[src/rtl/gcd_pkg.sv]
// Package: shared controller state type for the GCD engine.
package gcd_pkg;
    typedef enum logic [1:0] {
        ST_IDLE    = 2'd0,
        ST_COMPUTE = 2'd1,
        ST_DONE    = 2'd2
    } gcd_state_t;
endpackage

[src/rtl/gcd_compare.sv]
// Module: gcd_compare
// Magnitude comparator for the two working values.
// Assumes: unsigned operands of equal width; purely combinational.
module gcd_compare #(
    parameter int WIDTH = 8
) (
    input  logic [WIDTH-1:0] a_val,
    input  logic [WIDTH-1:0] b_val,
    output logic             a_lt_b,
    output logic             equal,
    output logic             any_zero
);
    // Relation flags consumed by the controller and the datapath.
    always_comb begin
        a_lt_b   = (a_val < b_val);
        equal    = (a_val == b_val);
        any_zero = (a_val == '0) || (b_val == '0);
    end
endmodule

[src/rtl/gcd_datapath.sv]
// Module: gcd_datapath
// Working registers A and B, a shared subtractor and the result register.
// Assumes: load, step and finish are mutually exclusive (ensured by controller).
module gcd_datapath #(
    parameter int WIDTH = 8
) (
    input  logic             clk,
    input  logic             rst_n,
    input  logic             load,
    input  logic             step,
    input  logic             finish,
    input  logic             a_lt_b,
    input  logic [WIDTH-1:0] in_x,
    input  logic [WIDTH-1:0] in_y,
    output logic [WIDTH-1:0] a_q,
    output logic [WIDTH-1:0] b_q,
    output logic [WIDTH-1:0] res_q
);
    logic [WIDTH-1:0] minuend;
    logic [WIDTH-1:0] subtrahend;
    logic [WIDTH-1:0] diff;
    logic [WIDTH-1:0] final_val;

    // One subtractor: larger minus smaller.
    always_comb begin
        minuend    = a_lt_b ? b_q : a_q;
        subtrahend = a_lt_b ? a_q : b_q;
        diff       = minuend - subtrahend;
        final_val  = (a_q == '0) ? b_q : a_q;
    end

    // Working registers: load operands or apply one reduction step.
    always_ff @(posedge clk) begin
        if (!rst_n) begin
            a_q <= '0;
            b_q <= '0;
        end else if (load) begin
            a_q <= in_x;
            b_q <= in_y;
        end else if (step) begin
            if (a_lt_b) b_q <= diff;
            else        a_q <= diff;
        end
    end

    // Result register: captured once when the run closes.
    always_ff @(posedge clk) begin
        if (!rst_n)      res_q <= '0;
        else if (finish) res_q <= final_val;
    end
endmodule

[src/rtl/gcd_ctrl.sv]
// Module: gcd_ctrl
// Three-state controller: idle, compute, done.
// Assumes: start is sampled only in idle or done; ignored while computing.
module gcd_ctrl
    import gcd_pkg::*;
(
    input  logic clk,
    input  logic rst_n,
    input  logic start,
    input  logic equal,
    input  logic any_zero,
    output logic load,
    output logic step,
    output logic finish,
    output logic busy,
    output logic done
);
    gcd_state_t state_q;
    gcd_state_t state_d;

    // Next-state and datapath command decode.
    always_comb begin
        state_d = state_q;
        load    = 1'b0;
        step    = 1'b0;
        finish  = 1'b0;
        unique case (state_q)
            ST_IDLE, ST_DONE: begin
                if (start) begin
                    load    = 1'b1;
                    state_d = ST_COMPUTE;
                end
            end
            ST_COMPUTE: begin
                if (equal || any_zero) begin
                    finish  = 1'b1;
                    state_d = ST_DONE;
                end else begin
                    step = 1'b1;
                end
            end
            default: state_d = ST_IDLE;
        endcase
    end

    // State register with synchronous active-low reset.
    always_ff @(posedge clk) begin
        if (!rst_n) state_q <= ST_IDLE;
        else        state_q <= state_d;
    end

    // Status outputs decoded from the state.
    always_comb begin
        busy = (state_q == ST_COMPUTE);
        done = (state_q == ST_DONE);
    end
endmodule

[src/rtl/gcd_engine.sv]
// Module: gcd_engine (top)
// Subtractive Euclid GCD: controller plus datapath.
// Assumes: start may be held or pulsed; requests while busy are dropped.
module gcd_engine #(
    parameter int WIDTH = 8
) (
    input  logic             clk,
    input  logic             rst_n,
    input  logic             start,
    input  logic [WIDTH-1:0] op_x,
    input  logic [WIDTH-1:0] op_y,
    output logic [WIDTH-1:0] result,
    output logic             done
);
    logic             load;
    logic             step;
    logic             finish;
    logic             busy;
    logic             a_lt_b;
    logic             equal;
    logic             any_zero;
    logic [WIDTH-1:0] a_q;
    logic [WIDTH-1:0] b_q;
    logic [WIDTH-1:0] res_q;

    gcd_ctrl i_ctrl (
        .clk      (clk),
        .rst_n    (rst_n),
        .start    (start),
        .equal    (equal),
        .any_zero (any_zero),
        .load     (load),
        .step     (step),
        .finish   (finish),
        .busy     (busy),
        .done     (done)
    );

    gcd_compare #(.WIDTH(WIDTH)) i_cmp (
        .a_val    (a_q),
        .b_val    (b_q),
        .a_lt_b   (a_lt_b),
        .equal    (equal),
        .any_zero (any_zero)
    );

    gcd_datapath #(.WIDTH(WIDTH)) i_dp (
        .clk    (clk),
        .rst_n  (rst_n),
        .load   (load),
        .step   (step),
        .finish (finish),
        .a_lt_b (a_lt_b),
        .in_x   (op_x),
        .in_y   (op_y),
        .a_q    (a_q),
        .b_q    (b_q),
        .res_q  (res_q)
    );

    // Drive the result port from the result register.
    always_comb result = res_q;
endmodule

[config.mk]
export PLATFORM = sky130hd
export DESIGN_NAME = gcd_engine
export DESIGN_NICKNAME = d
export VERILOG_FILES = /design/src/rtl/gcd_pkg.sv /design/src/rtl/gcd_compare.sv /design/src/rtl/gcd_datapath.sv /design/src/rtl/gcd_ctrl.sv /design/src/rtl/gcd_engine.sv
export SDC_FILE = /design/constraint.sdc
export NUM_CORES = 1
export LEC_CHECK = 0
export CORE_MARGIN = 3
export CORE_UTILIZATION = 54
export DETAILED_ROUTE_END_ITERATION = 10
export GPL_TIMING_DRIVEN = 0
export PLACE_DENSITY = 0.76
export SETUP_SLACK_MARGIN = 0.2
export SLEW_MARGIN = 10
export SYNTH_ARGS = -nofsm -noshare
export SYNTH_HDL_FRONTEND = slang
export SYNTH_HIERARCHICAL = 1
export SYNTH_SLANG_ARGS = --single-unit
[constraint.sdc]
create_clock -name clk -period 3.8 [get_ports clk]
set_input_delay 0.76 -clock clk [delete_from_list [all_inputs] [get_ports clk]]
set_output_delay 0.76 -clock clk [all_outputs]
set_load 0.05 [all_outputs]
Word-level counts from Yosys, hierarchy flattened
Cells that the tools add are included.
W data, S select, Z words.
{"block": "classes", "n_addsub": 1, "n_lt_le_gt_ge": 1, "n_eq_ne": 6, "mux": 18, "reduce_logical": 11}
{"operator": "$mux W8", "n": 9}
{"operator": "$logic_not A8 Y1", "n": 2}
{"operator": "$eq A8 B8 Y1", "n": 1}
{"operator": "$lt A8 B8 Y1", "n": 1}
{"operator": "$sub A8 B8 Y8", "n": 1}
{"operator": "$mux W1", "n": 6}
{"operator": "$reduce_and A2 Y1", "n": 3}
{"operator": "$mux W2", "n": 2}
{"operator": "$ne A2 B2 Y1 const B", "n": 2}
{"operator": "$pmux W2 S2", "n": 1}
{"operator": "$reduce_bool A2 Y1", "n": 2}
{"operator": "$eq A2 B1 Y1 const B", "n": 1}
{"operator": "$eq A2 B2 Y1 const B", "n": 1}
{"operator": "$logic_not A2 Y1", "n": 1}
{"operator": "$logic_or A1 B1 Y1", "n": 2}
{"operator": "$ne A2 B1 Y1 const B", "n": 1}
{"operator": "$reduce_or A2 Y1", "n": 1}
{"block": "word_totals", "ff_bits": 26, "elab_cells": 41}

Longest topological paths before layout
{"block": "depth", "word_depth": 7, "mapped_depth": 18}

Cells and area by module
Netlist, hierarchy kept.
{"module": "gcd_datapath", "n_inst": 1, "cells_each": 238, "area_each_um2": 1818.0, "seq_area_each_um2": 480.5}
{"module": "gcd_compare", "n_inst": 1, "cells_each": 35, "area_each_um2": 241.5, "seq_area_each_um2": 0.0}
{"module": "gcd_ctrl", "n_inst": 1, "cells_each": 10, "area_each_um2": 103.8, "seq_area_each_um2": 40.0}

Worst setup path after synthesis
Ideal clock, no wire load.
{"block": "synth_timing", "path_kind": "register to register", "from": "reg i_dp.b_q[3]", "to": "reg i_dp.a_q[6]", "setup_time_ps": 70, "arrival_time_ps": 3285, "path_slack_ps": 445, "stages_incl_launch_ff": 18, "n_path_buf": 1, "synth_period_minus_slack_ps": 3355, "cell_sequence": "dfxtp_1 > inv_1 > ha_1 > a211oi_2 > o21ai_1 > a221oi_2 > buf_2 > nand2_1 > o22ai_1 > inv_1 > ha_1 > a211oi_2 > o211ai_1 > and2_1 > a31oi_1 > xnor2_1 > nand3_1 > a21boi_1"}
{"item": "from (decl)", "line": "gcd_datapath.sv:16", "text": "output logic [WIDTH-1:0] b_q,"}
{"item": "from (signal assigned)", "line": "gcd_datapath.sv:39", "text": "b_q <= in_y;"}
{"item": "from (signal assigned)", "line": "gcd_datapath.sv:41", "text": "if (a_lt_b) b_q <= diff;"}
{"item": "$lt A8 B8 Y1 *", "line": "gcd_compare.sv:15", "text": "a_lt_b = (a_val < b_val);"}
{"item": "named net a_lt_b", "line": "gcd_engine.sv:19", "text": "logic a_lt_b;"}
{"item": "$mux W8, on equally long branches", "line": "gcd_datapath.sv:26, gcd_datapath.sv:27"}
{"item": "$sub A8 B8 Y8", "line": "gcd_datapath.sv:28", "text": "diff = minuend - subtrahend;"}
{"item": "$mux W8", "line": "gcd_datapath.sv:41"}
{"item": "$mux W8", "line": "gcd_datapath.sv:40", "text": "end else if (step) begin"}
{"item": "$mux W8", "line": "gcd_datapath.sv:37", "text": "end else if (load) begin"}
{"item": "to (signal assigned)", "line": "gcd_datapath.sv:38", "text": "a_q <= in_x;"}
{"item": "to (signal assigned)", "line": "gcd_datapath.sv:42", "text": "else a_q <= diff;"}
{"item": "to (decl)", "line": "gcd_datapath.sv:15", "text": "output logic [WIDTH-1:0] a_q,"}
The timed path passes the listed nets; every way through them passes the cells marked *. The select of a mux whose other input is x is not followed.
A chain may end at the register's enable or synchronous reset.

Worst setup path in the final report
{"block": "layout_timing", "from": "reg i_dp.b_q[7]", "to": "reg i_dp.a_q[6]"}
The elaborated chain is that of the path after synthesis.

==> run_results.csv <==
group,metric,value,unit
critical_path,r2r_setup_slack,0.34,ns
cts,cts_hold_buf,0,
power_and_ir_drop,vdd_drop_max,0.000250,V
floorplan,die_y,69.3,microns
layout,fin_cells,367,
route,wl_met2,2.76,mm
critical_path,cp-endpoint,"i_dp/a_q[6]",
route,wl_met1,2.70,mm
status,status,"complete, no violations",
critical_path,critical_path.max_fanout,7,
layout,multi_input_area,1510,sq um
floorplan,die_area,4800,sq um
power_and_ir_drop,power.leakage,0.000951,uW
critical_path,crit_path_end_kind,"flop",
route,post_drt_via_cell_ratio,5.88,
synthesis,ys_ff_latch,26,
floorplan,fp.dieW,69.3,microns
power_and_ir_drop,netSwitchingFraction,42.7,%
sta,timing.final.crit_share,91.2,%
global_routing,grt.total_usage,24.3,%
synthesis,synthSimpleGateAreaFrac,25.5,%
layout,fillers,315,
sta,slew-limit-headroom,61.9,%
route,wl_met3,337,microns
synthesis,synth.distinct_cells,60,
synthesis,synth_top_family_by_area,"compound AO/OA/AOI/OAI gates",
critical_path,crit_required,4.01,ns
global_routing,grt_pass1_wl,9.68,mm
placement,place.gp.congestion,0.880,
run,maxCapViolCount,0,
power_and_ir_drop,p_clk_share,16.3,%
floorplan,io_pins,28,
floorplan,row_count,22,
placement,port_buffers,27,
placement,dpl.hpwl,4.41,mm
route,num_vias,2157,
synthesis,synth_xor_area_share,6.07,%
cts,cts_tree,"yes",
sta,tightest_slew,0.569,ns
placement,dpl.cell_count,358,
cts,cts_buffer_depth,2,
sta,rsz0062_at_grt,"no",
route,drt_pre_antenna_iters,5,
synthesis,synthMuxAreaShare,3.30,%
synthesis,syn-num-nets,311,
power_and_ir_drop,p_comb_share,58.6,%
critical_path,r2r_start,"i_dp/b_q[7]",
power_and_ir_drop,power,1420,uW
global_routing,grt_pass1_vias,2077,
sta,setup_viol,0,
route,detail-route-antenna-nets,0,
layout,n_antenna_cell,0,
synthesis,synthAdderAreaFrac,5.73,%
power_and_ir_drop,power_frac_seq,25.2,%
synthesis,ys_warn_count,6,
route,top_layer_used,"met4",
global_routing,grt_overflow_total,0,
sta,fmax,289,MHz
critical_path,crit_arrival,3.67,ns
synthesis,ys.flop_type,"dfxtp_1",
synthesis,synth_compound_area_share,27.5,%
cts,root_buffer,"clkbuf_8",
global_routing,antenna_found_initial,0,
critical_path,reg2reg_to,"i_dp/a_q[6]",
critical_path,critPathKind,"reg2reg",
route,drtIter0Drc,228,
power_and_ir_drop,power_density,535,nW/um^2
synthesis,synth.avg_cell_area,7.64,sq um
synthesis,yosysSeqAreaShare,24.1,%
synthesis,async_flop_share,0,%
cts,insertion_delay,0.27,ns
critical_path,critPathLaunchType,"flop",
synthesis,synth_edf_count,0,
cts,htreeDepth,1,
synthesis,syn_inst,283,
sta,post-route-min-period,3.46,ns
power_and_ir_drop,p_sw,604,uW
global_routing,grt_max_degree,16,
sta,holdWs,0.538,ns
sta,hold_violations,0,
layout,area_delta_synth_final,22.4,%
floorplan,core,3770,sq um
route,wl,5.86,mm
cts,cts_buffers,3,
power_and_ir_drop,p_int,811,uW
layout,nets,348,
synthesis,synth_area,2160,sq um
placement,place_area,2490,sq um
sta,clock_skew,0.00802,ns
route,wl_per_cell,16.0,microns
cts,path_clk_slew,0.10,ns
min_path,hold_path_class,"reg2reg",
layout,seq_area,527,sq um
floorplan,start_util,57.4,%
critical_path,reg2reg_depth,17,
critical_path,setup.worst_path.start,"i_dp/b_q[7]",
layout,layout-drive-gt1-share,14.1,%
cts,cts_sinks,26,
sta,slew_viol_final,0,
layout,fin_area,2650,sq um
route,drc,0,
==> cells in the mapped netlist, drive strengths merged (5+ instances only) <==
cell type | n | share of area, %
a21oi | 23 | 5.3
nor2 | 13 | 2.3
dfxtp | 26 | 24
xnor2 | 11 | 4.5
mux2i | 6 | 2.8
nand3 | 8 | 1.9
ha | 9 | 5.2
o21ai | 25 | 5.8
o211ai | 6 | 2.1
buf | 9 | 2.6
clkbuf | 12 | 2.1
nor2b | 11 | 3.3
and2 | 11 | 3.2
nor4 | 6 | 1.7
nand2 | 30 | 5.2
a211oi | 5 | 2.2
inv | 18 | 3.1
==> layout by cell type (no fill, tap or decap), types with 8 or more instances in the layout <==
master and instances:
dfxtp_1 23, nor2_1 13, clkdlybuf4s50_1 27, nand2_1 30, xnor2_1 11, nor2b_1 10, o21ai_0 21, and2_1 10
a21oi_1 23, buf_4 8, nand3_1 8, inv_1 16, clkbuf_1 12, ha_1 8
==> stage by stage <==
stage | utilization (%) | setup TNS [ns] | setup WS [ns]
floorplan | - | 0 | 0.445
CTS | 68.5 | 0 | 0.226
global route | 70.2 | 0 | 0.179
detailed placement | 66.1 | -0.205 | -0.0959
finish | 70.2 | 0 | 0.336
global placement | 66.1 | -0.140 | -0.0717
==> final cells by class <==
type / instances / area share (%)
clock inverter: 1 / 1.13
tap: 48 / 2.27
multi-input combinational: 218 / 57.0
sequential: 26 / 19.9
timing repair buffer: 32 / 11.6
clock buffer: 3 / 1.56
inverter: 18 / 2.55
buffer: 21 / 3.92
==> state kept, by name, summed over array words and instances (netlist names) <==
register,count
i_dp/b_q,8
i_dp/a_q,8
i_ctrl/state_q,2
i_dp/res_q,8
==> worst min-delay path by stage <==
stage                     slack [ns]          start       endpoint  cells after the start
after global placement          0.51  i_dp/res_q[7]  i_dp/res_q[7]                      2
after floorplan                 0.57    i_dp/b_q[7]  i_dp/res_q[7]                      2
final                           0.54  i_dp/res_q[5]  i_dp/res_q[5]                      2
after CTS                       0.54  i_dp/res_q[0]  i_dp/res_q[0]                      2
after global routing            0.55  i_dp/res_q[0]  i_dp/res_q[0]                      2
after detailed placement        0.52  i_dp/res_q[7]  i_dp/res_q[7]                      2
==> metal layers <==
layer  GRT usage, %  vias to the layer above
li1               -                     1083
met4           6.72                        0
met2           38.3                       80
met3           3.48                        6
met1           34.3                      988
met5              0                        -
==> power groups by stage <==
stage	Clock (uW)	Combinational, uW	Sequential (uW)
floorplan	0	530	395
global placement	0	730	359
detailed placement	0	738	360
CTS	235	763	354
global route	244	893	362
finish	230	829	356
==> kinds of logic after synthesis <==
| family | after synthesis |
|---|---|
| and+or+nand+nor | 98 |
| AOI/OAI and AO/OA | 88 |
| buffers and inverters | 39 |
| DFF | 26 |
| xor gates and xnor gates | 15 |
| adders and majority gates | 10 |
| muxes | 7 |
==> repair_timing <==
action,CTS,global route
gates cloned,0,0
setup endpoints to repair,6,4
pin swaps,1,5
resized for setup,4,10
endpoints found under the hold margin,0,0
setup buffers,1,4
==> worst max-delay path, cell delays in order, from the launching register on <==
cell and delay [ns]:
dfxtp_1 0.51, inv_1 0.09, ha_1 0.32, nand3_1 0.12
nor2_1 0.06, a221oi_2 0.30, buf_4 0.19, nand2_1 0.08
o22ai_2 0.21, inv_1 0.07, ha_2 0.21, a211oi_4 0.25
o211ai_1 0.10, and2_2 0.25, a31oi_2 0.19, xnor2_1 0.19
nand3_1 0.11, a21boi_1 0.17
(Power assumes the default switching activity.)
